**config.mk**
```make
export PLATFORM = sky130hd
export DESIGN_NAME = tmr_reload_top
export DESIGN_NICKNAME = d
export VERILOG_FILES = /design/src/rtl/tmr_pkg.sv /design/src/rtl/tmr_busif.sv /design/src/rtl/tmr_cfg_regs.sv /design/src/rtl/tmr_counter.sv /design/src/rtl/tmr_flag.sv /design/src/rtl/tmr_reload_top.sv
export SDC_FILE = /design/constraint.sdc
export NUM_CORES = 1
export LEC_CHECK = 0
export ABC_AREA = 1
export BUFFER_PORTS_ARGS = -buffer_cell sky130_fd_sc_hd__buf_2
export CAP_MARGIN = 30
export CORE_MARGIN = 4
export CORE_UTILIZATION = 60
export DETAILED_ROUTE_END_ITERATION = 6
export PLACE_DENSITY = 0.86
export SYNTH_ARGS = -nofsm -noshare
export SYNTH_HDL_FRONTEND = slang
export SYNTH_SLANG_ARGS = --single-unit
```
**constraint.sdc**
```tcl
create_clock -name clk -period 3.1 [get_ports clk]
set_clock_uncertainty 0.2 [all_clocks]
set_input_delay 0 -clock clk [delete_from_list [all_inputs] [get_ports clk]]
set_output_delay 0 -clock clk [all_outputs]
set_load 0.05 [all_outputs]
```
**src/rtl/tmr_pkg.sv**
```systemverilog
// Shared field positions and configuration type for the reloading timer.
// Assumes a 32-bit register word; bit positions are part of the software contract.
package tmr_pkg;
    localparam int REG_W    = 32;
    localparam int PERIOD_W = 28;
    localparam int FLAG_POS = 31;
    localparam int RLD_POS  = 30;
    localparam int IE_POS   = 29;
    localparam int RUN_POS  = 28;

    typedef struct packed {
        logic                ie;
        logic                run;
        logic [PERIOD_W-1:0] period;
    } tmr_cfg_t;
endpackage

```
**src/rtl/tmr_busif.sv**
```systemverilog
// Register port decode: turns writes into control/acknowledge strobes and
// builds the combinational read word. Assumes single-cycle write strobes.
module tmr_busif
    import tmr_pkg::*;
#(
    parameter int          ADDR_W   = 8,
    parameter logic [7:0]  CTRL_OFS = 8'h34,
    parameter logic [7:0]  ACK_OFS  = 8'h38
) (
    input  logic              wr_en,
    input  logic [ADDR_W-1:0] addr,
    input  logic [REG_W-1:0]  wdata,
    input  tmr_cfg_t          cfg_q,
    input  logic              flag_q,
    output logic              ctrl_wr,
    output tmr_cfg_t          wr_cfg,
    output logic              ack_clr,
    output logic              ack_rld,
    output logic [REG_W-1:0]  rdata
);
    localparam logic [ADDR_W-1:0] CTRL_A = ADDR_W'(CTRL_OFS);
    localparam logic [ADDR_W-1:0] ACK_A  = ADDR_W'(ACK_OFS);

    logic ack_wr;

    // Decode write strobes per register.
    always_comb begin
        ctrl_wr = wr_en && (addr == CTRL_A);
        ack_wr  = wr_en && (addr == ACK_A);
        ack_clr = ack_wr && wdata[FLAG_POS];
        ack_rld = ack_wr && wdata[RLD_POS];
    end

    // Extract the storable control fields from the write word.
    always_comb begin
        wr_cfg.ie     = wdata[IE_POS];
        wr_cfg.run    = wdata[RUN_POS];
        wr_cfg.period = wdata[PERIOD_W-1:0];
    end

    // Read mux: only the control register returns data.
    always_comb begin
        if (addr == CTRL_A) rdata = {flag_q, 1'b0, cfg_q.ie, cfg_q.run, cfg_q.period};
        else                rdata = '0;
    end
endmodule

```
**src/rtl/tmr_cfg_regs.sv**
```systemverilog
// Holds the programmed enables and period. Cleared by reset, loaded by a control write.
module tmr_cfg_regs
    import tmr_pkg::*;
(
    input  logic     clk,
    input  logic     rst_n,
    input  logic     ctrl_wr,
    input  tmr_cfg_t wr_cfg,
    output tmr_cfg_t cfg_q
);
    // Configuration storage.
    always_ff @(posedge clk) begin
        if (!rst_n)       cfg_q <= '0;
        else if (ctrl_wr) cfg_q <= wr_cfg;
    end
endmodule

```
**src/rtl/tmr_counter.sv**
```systemverilog
// Down counter with automatic reload. Expiry is the tick that moves the count
// off 1; a count of 0 never expires. Any register load in a cycle wins over counting.
module tmr_counter #(
    parameter int PERIOD_W = 28
) (
    input  logic                clk,
    input  logic                rst_n,
    input  logic                tick_en,
    input  logic                run_q,
    input  logic [PERIOD_W-1:0] period_q,
    input  logic                ctrl_wr,
    input  logic                wr_run,
    input  logic [PERIOD_W-1:0] wr_period,
    input  logic                ack_rld,
    output logic [PERIOD_W-1:0] count_q,
    output logic                expire
);
    localparam logic [PERIOD_W-1:0] ONE = PERIOD_W'(1);

    logic load_ack;
    logic step;

    // Qualify loads and count steps for this cycle.
    always_comb begin
        load_ack = ack_rld && run_q && !ctrl_wr;
        step     = run_q && tick_en && !ctrl_wr && !load_ack && (count_q != '0);
        expire   = step && (count_q == ONE);
    end

    // Count register: control load, ack restart, reload on expiry, else decrement.
    always_ff @(posedge clk) begin
        if (!rst_n)                 count_q <= '0;
        else if (ctrl_wr && wr_run) count_q <= wr_period;
        else if (load_ack)          count_q <= period_q;
        else if (expire)            count_q <= period_q;
        else if (step)              count_q <= count_q - ONE;
    end
endmodule

```
**src/rtl/tmr_flag.sv**
```systemverilog
// Sticky event flag: set by expiry, cleared by acknowledge; set has priority.
module tmr_flag (
    input  logic clk,
    input  logic rst_n,
    input  logic expire,
    input  logic ack_clr,
    output logic flag_q
);
    // Flag register with set-over-clear priority.
    always_ff @(posedge clk) begin
        if (!rst_n)       flag_q <= 1'b0;
        else if (expire)  flag_q <= 1'b1;
        else if (ack_clr) flag_q <= 1'b0;
    end
endmodule

```
**src/rtl/tmr_reload_top.sv**
```systemverilog
// Reloading interval timer top. Assumes tick_en is a single-cycle strobe in the
// clk domain; routing of irq_o happens outside.
module tmr_reload_top
    import tmr_pkg::*;
#(
    parameter int         ADDR_W   = 8,
    parameter logic [7:0] CTRL_OFS = 8'h34,
    parameter logic [7:0] ACK_OFS  = 8'h38
) (
    input  logic              clk,
    input  logic              rst_n,
    input  logic              tick_en,
    input  logic              reg_wr_en,
    input  logic [ADDR_W-1:0] reg_addr,
    input  logic [31:0]       reg_wdata,
    output logic [31:0]       reg_rdata,
    output logic              irq_o
);
    tmr_cfg_t            cfg_q;
    tmr_cfg_t            wr_cfg;
    logic                ctrl_wr;
    logic                ack_clr;
    logic                ack_rld;
    logic                flag_q;
    logic                expire;
    logic [PERIOD_W-1:0] count_q;

    tmr_busif #(.ADDR_W(ADDR_W), .CTRL_OFS(CTRL_OFS), .ACK_OFS(ACK_OFS)) u_bus (
        .wr_en(reg_wr_en), .addr(reg_addr), .wdata(reg_wdata),
        .cfg_q(cfg_q), .flag_q(flag_q),
        .ctrl_wr(ctrl_wr), .wr_cfg(wr_cfg), .ack_clr(ack_clr), .ack_rld(ack_rld),
        .rdata(reg_rdata)
    );

    tmr_cfg_regs u_cfg (
        .clk(clk), .rst_n(rst_n), .ctrl_wr(ctrl_wr), .wr_cfg(wr_cfg), .cfg_q(cfg_q)
    );

    tmr_counter #(.PERIOD_W(PERIOD_W)) u_cnt (
        .clk(clk), .rst_n(rst_n), .tick_en(tick_en),
        .run_q(cfg_q.run), .period_q(cfg_q.period),
        .ctrl_wr(ctrl_wr), .wr_run(wr_cfg.run), .wr_period(wr_cfg.period),
        .ack_rld(ack_rld), .count_q(count_q), .expire(expire)
    );

    tmr_flag u_flag (
        .clk(clk), .rst_n(rst_n), .expire(expire), .ack_clr(ack_clr), .flag_q(flag_q)
    );

    // Gate the flag with the interrupt enable.
    always_comb irq_o = flag_q && cfg_q.ie;
endmodule

```
After elaboration in Yosys (flattened, before gate mapping) --
Cells that the tools add are included. Widths: inputs -> output; s select.
Word-level totals: output and inout port bits 33, register bits 59, bits of input ports 44
Operators by class: eq/ne operators 3, reduce and logical (&&, ||, !) cells 18, $add $sub $neg 1, mux-type cells 7
Operator list (number):
- $mux 28 | 4
- $mux 32 | 1
- $eq 28x1->1 const B | 1
- $reduce_bool 28->1 | 1
- $sub 28x1->28 const B | 1
- $eq 8x6->1 const B | 2
- $logic_and 1x1->1 | 13
- $reduce_bool 4->1 | 1
- $logic_not 1->1 | 2
- $mux 1 | 2
- $reduce_bool 2->1 | 1

Longest topological paths before layout --
Gate-level depths: netlist of the first run.
depth after elaboration 12, depth in mapped cells 16, mapped depth without buffers 15

By module --
A second synthesis of the first run with hierarchy kept.
Unflattened totals: cells, all modules 731, area, all modules 4729.5 um^2
Modules (own cells, without submodules):
- tmr_counter | cells an instance 418, seq. area each 560.5 um^2, area each 2698.8 um^2, times used 1
- tmr_cfg_regs | cells an instance 190, seq. area each 600.6 um^2, area each 1305.0 um^2, times used 1
- tmr_busif | cells an instance 115, seq. area each 0.0 um^2, area each 674.4 um^2, times used 1
- tmr_flag | cells an instance 6, seq. area each 20.0 um^2, area each 43.8 um^2, times used 1
- tmr_reload_top | cells an instance 2, seq. area each 0.0 um^2, area each 7.5 um^2, times used 1

Worst setup path after synthesis of the first run --
OpenSTA, ideal clock, no wires.
path type register to register, start reg u_cnt.count_q[0], end reg u_cnt.count_q[16], slack 1157 ps, library setup time 122 ps, clock period less this slack 1943 ps, arrival time 1621 ps, cell stages (with the launch flop) 14, buffers on the path 2, cells stage by stage dfxtp_1 -> inv_1 -> ha_1 -> inv_1 -> nor3_1 -> nand2_1 -> nor2_2 -> nand2_2 -> nand2_2 -> nand3_2 -> buf_6 -> buf_2 -> o21ai_0 -> a21oi_2
On the way: word-level cells in the longest chain between the ends 6
RTL lines:
- start, declared | RTL line tmr_counter.sv:15 | output logic [PERIOD_W-1:0] count_q,
- start signal, assigned | RTL line tmr_counter.sv:33 | else if (ctrl_wr && wr_run) count_q <= wr_period;
- start signal, assigned | RTL line tmr_counter.sv:34 | else if (load_ack) count_q <= period_q;
- start signal, assigned | RTL line tmr_counter.sv:35 | else if (expire) count_q <= period_q;
- branches (longest 6 deep; another with $sub 28x1->28)
Parallel ways; which one is timed is not known. The select of a mux whose other input is x is not followed. A chain may end at the register's enable or synchronous reset.

Worst setup path in the final report of the first run --
start reg u_cnt.count_q[0], end reg u_cnt.count_q[7]
The elaborated chain is that of the path after synthesis.

==> results of run 1 <==
## metal layers
metal | routed length, um | part of all wire [%] | global-route usage [%] | vias to the layer above
met5 | 0 | 0 | 0 | -
met4 | 290 | 2.7 | 15.2 | 0
met3 | 602 | 5.6 | 4.56 | 26
met2 | 5480 | 51 | 52.3 | 147
met1 | 4450 | 41 | 34.2 | 1887
li1 | - | - | - | 2092
## power by group through the flow
stage,clock [uW],sequential [uW],combinational [uW]
3_5_place_dp,0,777,88.2
2_1_floorplan,0,777,48.1
6_report,738,760,121
4_1_cts,734,760,119
3_3_place_gp,0,777,85.0
5_1_grt,771,760,135
## cells by family after synthesis
logic type / count (synthesis)
other cells: 1
flops: 59
simple gates: 241
compound gates: 164
xor+xnor: 17
buf+inv: 103
fa+ha+maj: 3
## sequential cells by signal, indices dropped and copies added, names as in the netlist
name,count
u_flag.flag_q,1
u_cfg.cfg_q,30
u_cnt.count_q,28
## worst register-to-register path, delay by kind of cell (launching register included)
family	cells	cell delay (ns)
fa+ha+maj	1	0.17
flops	1	0.34
simple gates	6	0.92
buf+inv	3	0.57
compound gates	2	0.28
## cell type report
class | count | share of cell area (%)
Clock buffer | 12 | 3.44
Clock inverter | 2 | 0.729
Inverter | 73 | 5.86
Multi-Input combinational cell | 426 | 47.2
Sequential cell | 59 | 24.6
Tap cell | 77 | 2.00
Timing Repair Buffer | 115 | 16.2
## worst max-delay path by stage
stage	from	to	slack [ns]	cells past startpoint
after global placement	u_cnt.count_q[8]$_SDFFE_PN0P_	u_cnt.count_q[13]$_SDFFE_PN0P_	0.69	13
after global routing	u_cnt.count_q[0]$_SDFFE_PN0P_	u_cnt.count_q[11]$_SDFFE_PN0P_	0.25	12
final	u_cnt.count_q[0]$_SDFFE_PN0P_	u_cnt.count_q[7]$_SDFFE_PN0P_	0.54	12
after CTS	u_cnt.count_q[0]$_SDFFE_PN0P_	u_cnt.count_q[7]$_SDFFE_PN0P_	0.55	12
after detailed placement	u_cnt.count_q[0]$_SDFFE_PN0P_	u_cnt.count_q[7]$_SDFFE_PN0P_	0.59	12
after floorplan	u_cnt.count_q[0]$_SDFFE_PN0P_	u_cnt.count_q[16]$_SDFFE_PN0P_	1.16	13
## metrics by stage
stage / utilization [%] / total power [uW] / cell area, um2 / instances
final: 75.7 / 1620 / 4810 / 764
after global routing: 75.7 / 1670 / 4810 / 764
after CTS: 75.7 / 1610 / 4810 / 764
after detailed placement: 67.2 / 865 / 4270 / 716
after global placement: 66.8 / 862 / 4240 / 715
after floorplan: - / 825 / 3920 / 588
## cell usage in the layout (no fill, tap or decap), types with 3 or more instances in the layout
master / synthesis / final
buf_4: 1 / 5
nand2_2: 19 / 19
xor2_1: 9 / 9
clkbuf_8: 0 / 12
nor2_1: 78 / 78
inv_1: 63 / 63
inv_2: 8 / 8
dfxtp_1: 59 / 59
nand3_1: 25 / 25
ha_1: 3 / 3
o211ai_2: 10 / 10
nor2_4: 5 / 5
nand2_1: 87 / 87
buf_2: 4 / 75
nor2_2: 9 / 9
o21ai_0: 62 / 62
xnor2_1: 8 / 8
a21oi_2: 11 / 11
dlygate4sd3_1: 0 / 34
nand4_1: 7 / 7
a21oi_1: 77 / 77
==> reports/metrics.yaml, run 1 <==
status:
  status: "finished, final reports clean"
logic_synthesis:
  synth_nets: 635
  synth.avg_cell_area_um2: 6.66
  yosysWarnings: 0
  synth-xor-area-share_pct: 3.80
  synth_edf_count: 0
  synth_ff_type: "dfxtp_1"
  synth.area.mux_share_pct: 0
  ys_top_cells_by_area: "dfxtp_1, a21oi_1, nand2_1"
  synth-compound-area-share_pct: 24.0
  synth_top_family_by_area: "simple AND/OR/NAND/NOR gates"
  netlist_area_um2: 3920
  ys_types: 37
  yosys.area.top_type_share_pct: 30.2
  yosys.area.top_type: "dfxtp_1"
  synth-seq-area-share_pct: 30.2
  synthSimpleGateAreaFrac_pct: 29.0
  async_flop_share_pct: 0
  synth_common_cells: "nand2_1, nor2_1, a21oi_1"
  synth_seq_cells: 59
  yosys.area_share.adder_pct: 0.958
  synth.most_common_cell: "nand2_1"
  syn_inst: 588
hold_path:
  min_to: "u_cnt.count_q[13]$_SDFFE_PN0P_"
  worstHoldStart: "reg_wdata[30]"
  hold_class: "in -> reg"
  holdPathStages: 7
critical_path:
  worstPathArrival_ns: 2.64
  r2r-start: "u_cnt.count_q[0]$_SDFFE_PN0P_"
  path_buf_inv: 3
  path_cells: "inv_1, ha_1, inv_1, nor3_1, nand2_1, nor2_2, nand2_2, nand2_2, nand3_2, inv_8, a21oi_1, a21oi_2"
  crit_type: "reg -> reg"
  timing.rr.end: "u_cnt.count_q[7]$_SDFFE_PN0P_"
  cp.required_ns: 3.18
  critPathMaxStageDelay_ns: 0.45
  r2r_cells: 12
  slowest_stage: "nand3_2"
  cp_max_fo: 29
  critPathTopFamily: "simple AND/OR/NAND/NOR gates"
  r2r_slack_ns: 0.54
  startpoint_type: "register"
  end_kind: "register"
timing:
  finalSetupTns_ns: 0
  timing.final.max_slew_violations: 0
  fmax_mhz: 390
  period_minus_slack_ns: 2.56
  min_period_over_period_pct: 82.6
  rsz0062_at_grt: "no"
  tightestPinTransition_ns: 0.846
  hold_violations: 0
  finalWorstSetupSlack_ns: 0.538
  max_slew_margin_pct: 43.6
  holdWs_ns: 0.0428
  finalSetupViolations: 0
global_routing:
  antenna_found_initial: 0
  grt-ovfl-total: 0
  track_usage_pct: 29.6
  grt_max_degree: 56
  grt_pass1_wl_um: 18200
  grt_pass1_vias: 4090
clocking:
  clock_sinks: 59
  cts_tree: "done"
  ctsResizeCount: 0
  h-tree-depth: 3
  cts_setup_buffers: 0
  clk_path_buf_depth: 2
  hold_buffers: 34
  clk_pin_slew_ns: 0.08
  cts_root_buffer: "clkbuf_8"
  clk_latency_ns: 0.36
  cts_buffers: 9
floorplanning:
  core_area_um2: 6350
  die_w_um: 88.8
  start_util_pct: 61.7
  core.rowCount: 29
  io_pins: 77
  fp.dieArea_um2: 7890
  die_h_um: 88.8
power_and_ir_drop:
  power_switching_uw: 372
  power_density_nw_per_um2: 337
  internal_power_uw: 1250
  pwr-share-comb_pct: 7.5
  p_seq_share_pct: 46.9
  switching_share_pct: 23.0
  clockPowerShare_pct: 45.6
  leakagePower_uw: 0.00236
  vdd_drop_max_uv: 302
routing:
  routedWlPerCell_um: 14.2
  ant_nets: 0
  drcViolationCount: 0
  num_vias: 4152
  first_pass_iters: 5
  drt_iter0_drc: 151
  via_per_inst: 5.43
  drt_wl_total_um: 10800
final_layout:
  diodes: 0
  layout-drive-gt1-share_pct: 23.9
  seqCellArea_um2: 1180
  fin_nets: 731
  syn_to_final_growth_pct: 22.7
  nFillCells: 507
  multi_input_area_um2: 2270
flow_run:
  maxCapViolations: 0
placement:
  dp_slack_ns: 0.589
  hpwl_um: 7070
  port-buffer-count: 75
  gp_congestion: 0.961
No activity file was read; power rests on OpenSTA's default activity.
==> inputs of run 2 (changes only) <==
--- a/config.mk
+++ b/config.mk
@@ -9,9 +9,9 @@
 export BUFFER_PORTS_ARGS = -buffer_cell sky130_fd_sc_hd__buf_2
 export CAP_MARGIN = 30
 export CORE_MARGIN = 4
-export CORE_UTILIZATION = 60
+export CORE_UTILIZATION = 56
 export DETAILED_ROUTE_END_ITERATION = 6
-export PLACE_DENSITY = 0.86
+export PLACE_DENSITY = 0.81
 export SYNTH_ARGS = -nofsm -noshare
 export SYNTH_HDL_FRONTEND = slang
 export SYNTH_SLANG_ARGS = --single-unit
==> constraint.sdc (replaced) <==
create_clock -name clk -period 2.4 [get_ports clk]
set_clock_uncertainty 0.2 [all_clocks]
set_input_delay 0 -clock clk [delete_from_list [all_inputs] [get_ports clk]]
set_output_delay 0 -clock clk [all_outputs]
set_load 0.05 [all_outputs]
==> reports/metrics.yaml, run 2 (synthesis gave the netlist of run 1 again) <==
status:
  status: "finished, final reports clean"
routing:
  via_per_inst: 5.19  # -4.5%
  top_layer_used: "met4"
  drt_wl_total_um: 10900  # +0.80%
  dr_wl_met3_um: 518  # -14%
  ant_nets: 0  # unchanged
  first_pass_iters: 5  # unchanged
  drcViolationCount: 0  # unchanged
  met2_length_um: 5470  # about the same
  routedWlPerCell_um: 13.8  # -2.8%
  num_vias: 4110  # -1.0%
  drt_iter0_drc: 204  # +35%
  wirelength_met1_um: 4710  # +6.0%
critical_path:
  crit_type: "in -> reg"
  r2r_slack_ns: 0.22  # -0.32 ns
  path_cells: "dlygate4sd3_1, buf_2, nand2_1, nor2_1, nand2_1, dlygate4sd3_1, nand2_1, a21oi_1, dlygate4sd3_1"
  cp_max_fo: 3  # -90%
  critPathMaxStageDelay_ns: 0.57  # +0.12 ns
  cp.required_ns: 2.43  # -0.75 ns
  worstPathArrival_ns: 2.29  # -0.35 ns
  end_kind: "register"
  r2r_cells: 8  # -4
  slowest_stage: "dlygate4sd3_1"
  r2r-start: "u_cnt.count_q[8]$_SDFFE_PN0P_"
  timing.rr.end: "u_flag.flag_q$_SDFFE_PN0P_"
  startpoint_type: "primary input"
hold_path:
  holdPathStages: 7  # unchanged
  worstHoldStart: "reg_wdata[30]"
  min_to: "u_cnt.count_q[26]$_SDFFE_PN0P_"
  hold_class: "in -> reg"
floorplanning:
  die_h_um: 91.6  # +3.2%
  core.rowCount: 30  # +3.4%
  fp.dieArea_um2: 8400  # +6.5%
  start_util_pct: 57.7  # -4.0 points
  die_w_um: 91.6  # +3.2%
  core_area_um2: 6790  # +7.0%
  io_pins: 77  # unchanged
power_and_ir_drop:
  vdd_drop_max_uv: 404  # +34%
  switching_share_pct: 22.5  # -0.47 points
  leakagePower_uw: 0.00241  # +1.9%
  internal_power_uw: 1700  # +36%
  clockPowerShare_pct: 48.2  # +2.6 points
  pwr-share-comb_pct: 7.1  # -0.4 points
  power_switching_uw: 494  # +33%
  power_density_nw_per_um2: 446  # +32%
  total_power_uw: 2190  # +35%
  p_seq_share_pct: 44.7  # -2.2 points
timing:
  period_minus_slack_ns: 2.26
  timing.final.max_slew_violations: 0  # unchanged
  min_period_over_period_pct: 94.1
  finalSetupViolations: 0  # unchanged
  finalWorstSetupSlack_ns: 0.142  # -0.396 ns
  rsz0062_at_grt: "no"
  hold_violations: 0  # unchanged
  max_slew_margin_pct: 42.7  # -0.89 points
  fmax_mhz: 443
  tightestPinTransition_ns: 0.859  # +0.0134 ns
  finalSetupTns_ns: 0  # unchanged
clocking:
  clock_sinks: 59  # unchanged
  h-tree-depth: 3  # unchanged
  cts_buffers: 9  # unchanged
  cts_tree: "done"
  cts_setup_buffers: 0  # unchanged
  clk_pin_slew_ns: 0.07  # about the same
  clk_path_buf_depth: 2  # unchanged
  cts_root_buffer: "clkbuf_8"
  clk_latency_ns: 0.35  # about the same
global_routing:
  grt-ovfl-total: 0  # unchanged
  grt_pass1_wl_um: 18600  # +2.2%
  grt_max_degree: 56  # unchanged
  grt_pass1_vias: 4065  # -0.61%
  antenna_found_initial: 0  # unchanged
  track_usage_pct: 27.3  # -2.3 points
placement:
  dpl-instance-area_um2: 4310  # +1.1%
  dp_slack_ns: 0.176  # -0.413 ns
  gp_congestion: 0.940  # -2.1%
  hpwl_um: 7270  # +2.9%
  port-buffer-count: 75  # unchanged
  dp.cells: 739  # +3.2%
final_layout:
  layout_commonest_cell: "nand2_1"
  final_cell_area_um2: 4920  # +2.3%
  fin_nets: 738  # +0.96%
  largest_reg_flops: 30  # unchanged
  layout-drive-gt1-share_pct: 24.4  # +0.55 points
  final_cells: 792  # +3.7%
  largest-register: "u_cfg.cfg_q"
  syn_to_final_growth_pct: 25.6
  layout_common_cells: "nand2_1, nor2_1, a21oi_1, buf_2"
  nFillCells: 542  # +6.9%
  diodes: 0  # unchanged
  reg.largest.list: "u_cfg.cfg_q: 30 flops, u_cnt.count_q: 28 flops, u_flag.flag_q: 1 flops"
flow_run:
  maxCapViolations: 0  # unchanged
run 2: cell types whose count changed in the layout (fill, tap and decap cells not counted), sizes merged:
cell / previous run / this run
buf: 81 / 85
clkinvlp: 0 / 1
dlygate4sd3: 34 / 37
bufinv: 1 / 2
run 2: layout make-up:
class / instances / area [um2] / area share [%]
tap: 96 / 120 / 2.44
inverter: 73 / 282 / 5.72
clock inverter: 4 / 72.6 / 1.48
clock buffer: 12 / 155 / 3.15
timing repair buffer: 122 / 833 / 16.9
multi-input combinational: 426 / 2270 / 46.2
sequential: 59 / 1180 / 24.0
run 2: metal layers:
layer,vias to the layer above,GRT usage (%)
met5,-,0
met4,0,11.4
met3,17,3.77
met2,116,47.0
met1,1866,33.9
li1,2111,-
run 2: worst max-delay path by stage:
| stage | from | end | slack, ns |
|---|---|---|---|
| 6_report | reg_wr_en | u_flag.flag_q$_SDFFE_PN0P_ | 0.14 |
| 5_1_grt | u_cnt.count_q[0]$_SDFFE_PN0P_ | u_cnt.count_q[17]$_SDFFE_PN0P_ | 0.04 |
| 4_1_cts | u_cnt.count_q[0]$_SDFFE_PN0P_ | u_cnt.count_q[8]$_SDFFE_PN0P_ | 0.14 |
| 3_5_place_dp | u_cnt.count_q[0]$_SDFFE_PN0P_ | u_cnt.count_q[8]$_SDFFE_PN0P_ | 0.18 |
| 3_3_place_gp | u_cnt.count_q[0]$_SDFFE_PN0P_ | u_cnt.count_q[20]$_SDFFE_PN0P_ | 0.30 |
| 2_1_floorplan | u_cnt.count_q[0]$_SDFFE_PN0P_ | u_cnt.count_q[16]$_SDFFE_PN0P_ | 0.46 |
run 2: per-stage QoR:
step	hold slack [ns]	utilization [%]
floorplan	-0.0184	-
global placement	0.0827	63.5
detailed placement	0.0855	63.5
CTS	0.0499	72.3
global route	0.126	72.4
finish	0.0642	72.4
run 2: worst max-delay path, delay by kind of cell:
kind / cells / cell delay, ns
buffers and inverters: 4 / 1.80
AND/OR/NAND/NOR: 4 / 0.41
AO/OA/AOI/OAI: 1 / 0.07
run 2: power groups by stage:
| stage | Sequential (uW) | Clock (uW) | Combinational [uW] |
|---|---|---|---|
| final | 981 | 1060 | 156 |
| after global routing | 981 | 1110 | 173 |
| after CTS | 981 | 1060 | 154 |
| after detailed placement | 1000 | 0 | 114 |
| after global placement | 1000 | 0 | 111 |
| after floorplan | 1000 | 0 | 62.1 |
run 2: what timing repair did:
| action | CTS | global route |
|---|---|---|
| hold endpoints to repair | 58 | 0 |
| hold buffers | 37 | 0 |
| setup endpoints to repair | 0 | 8 |
| gates resized for setup | 0 | 2 |
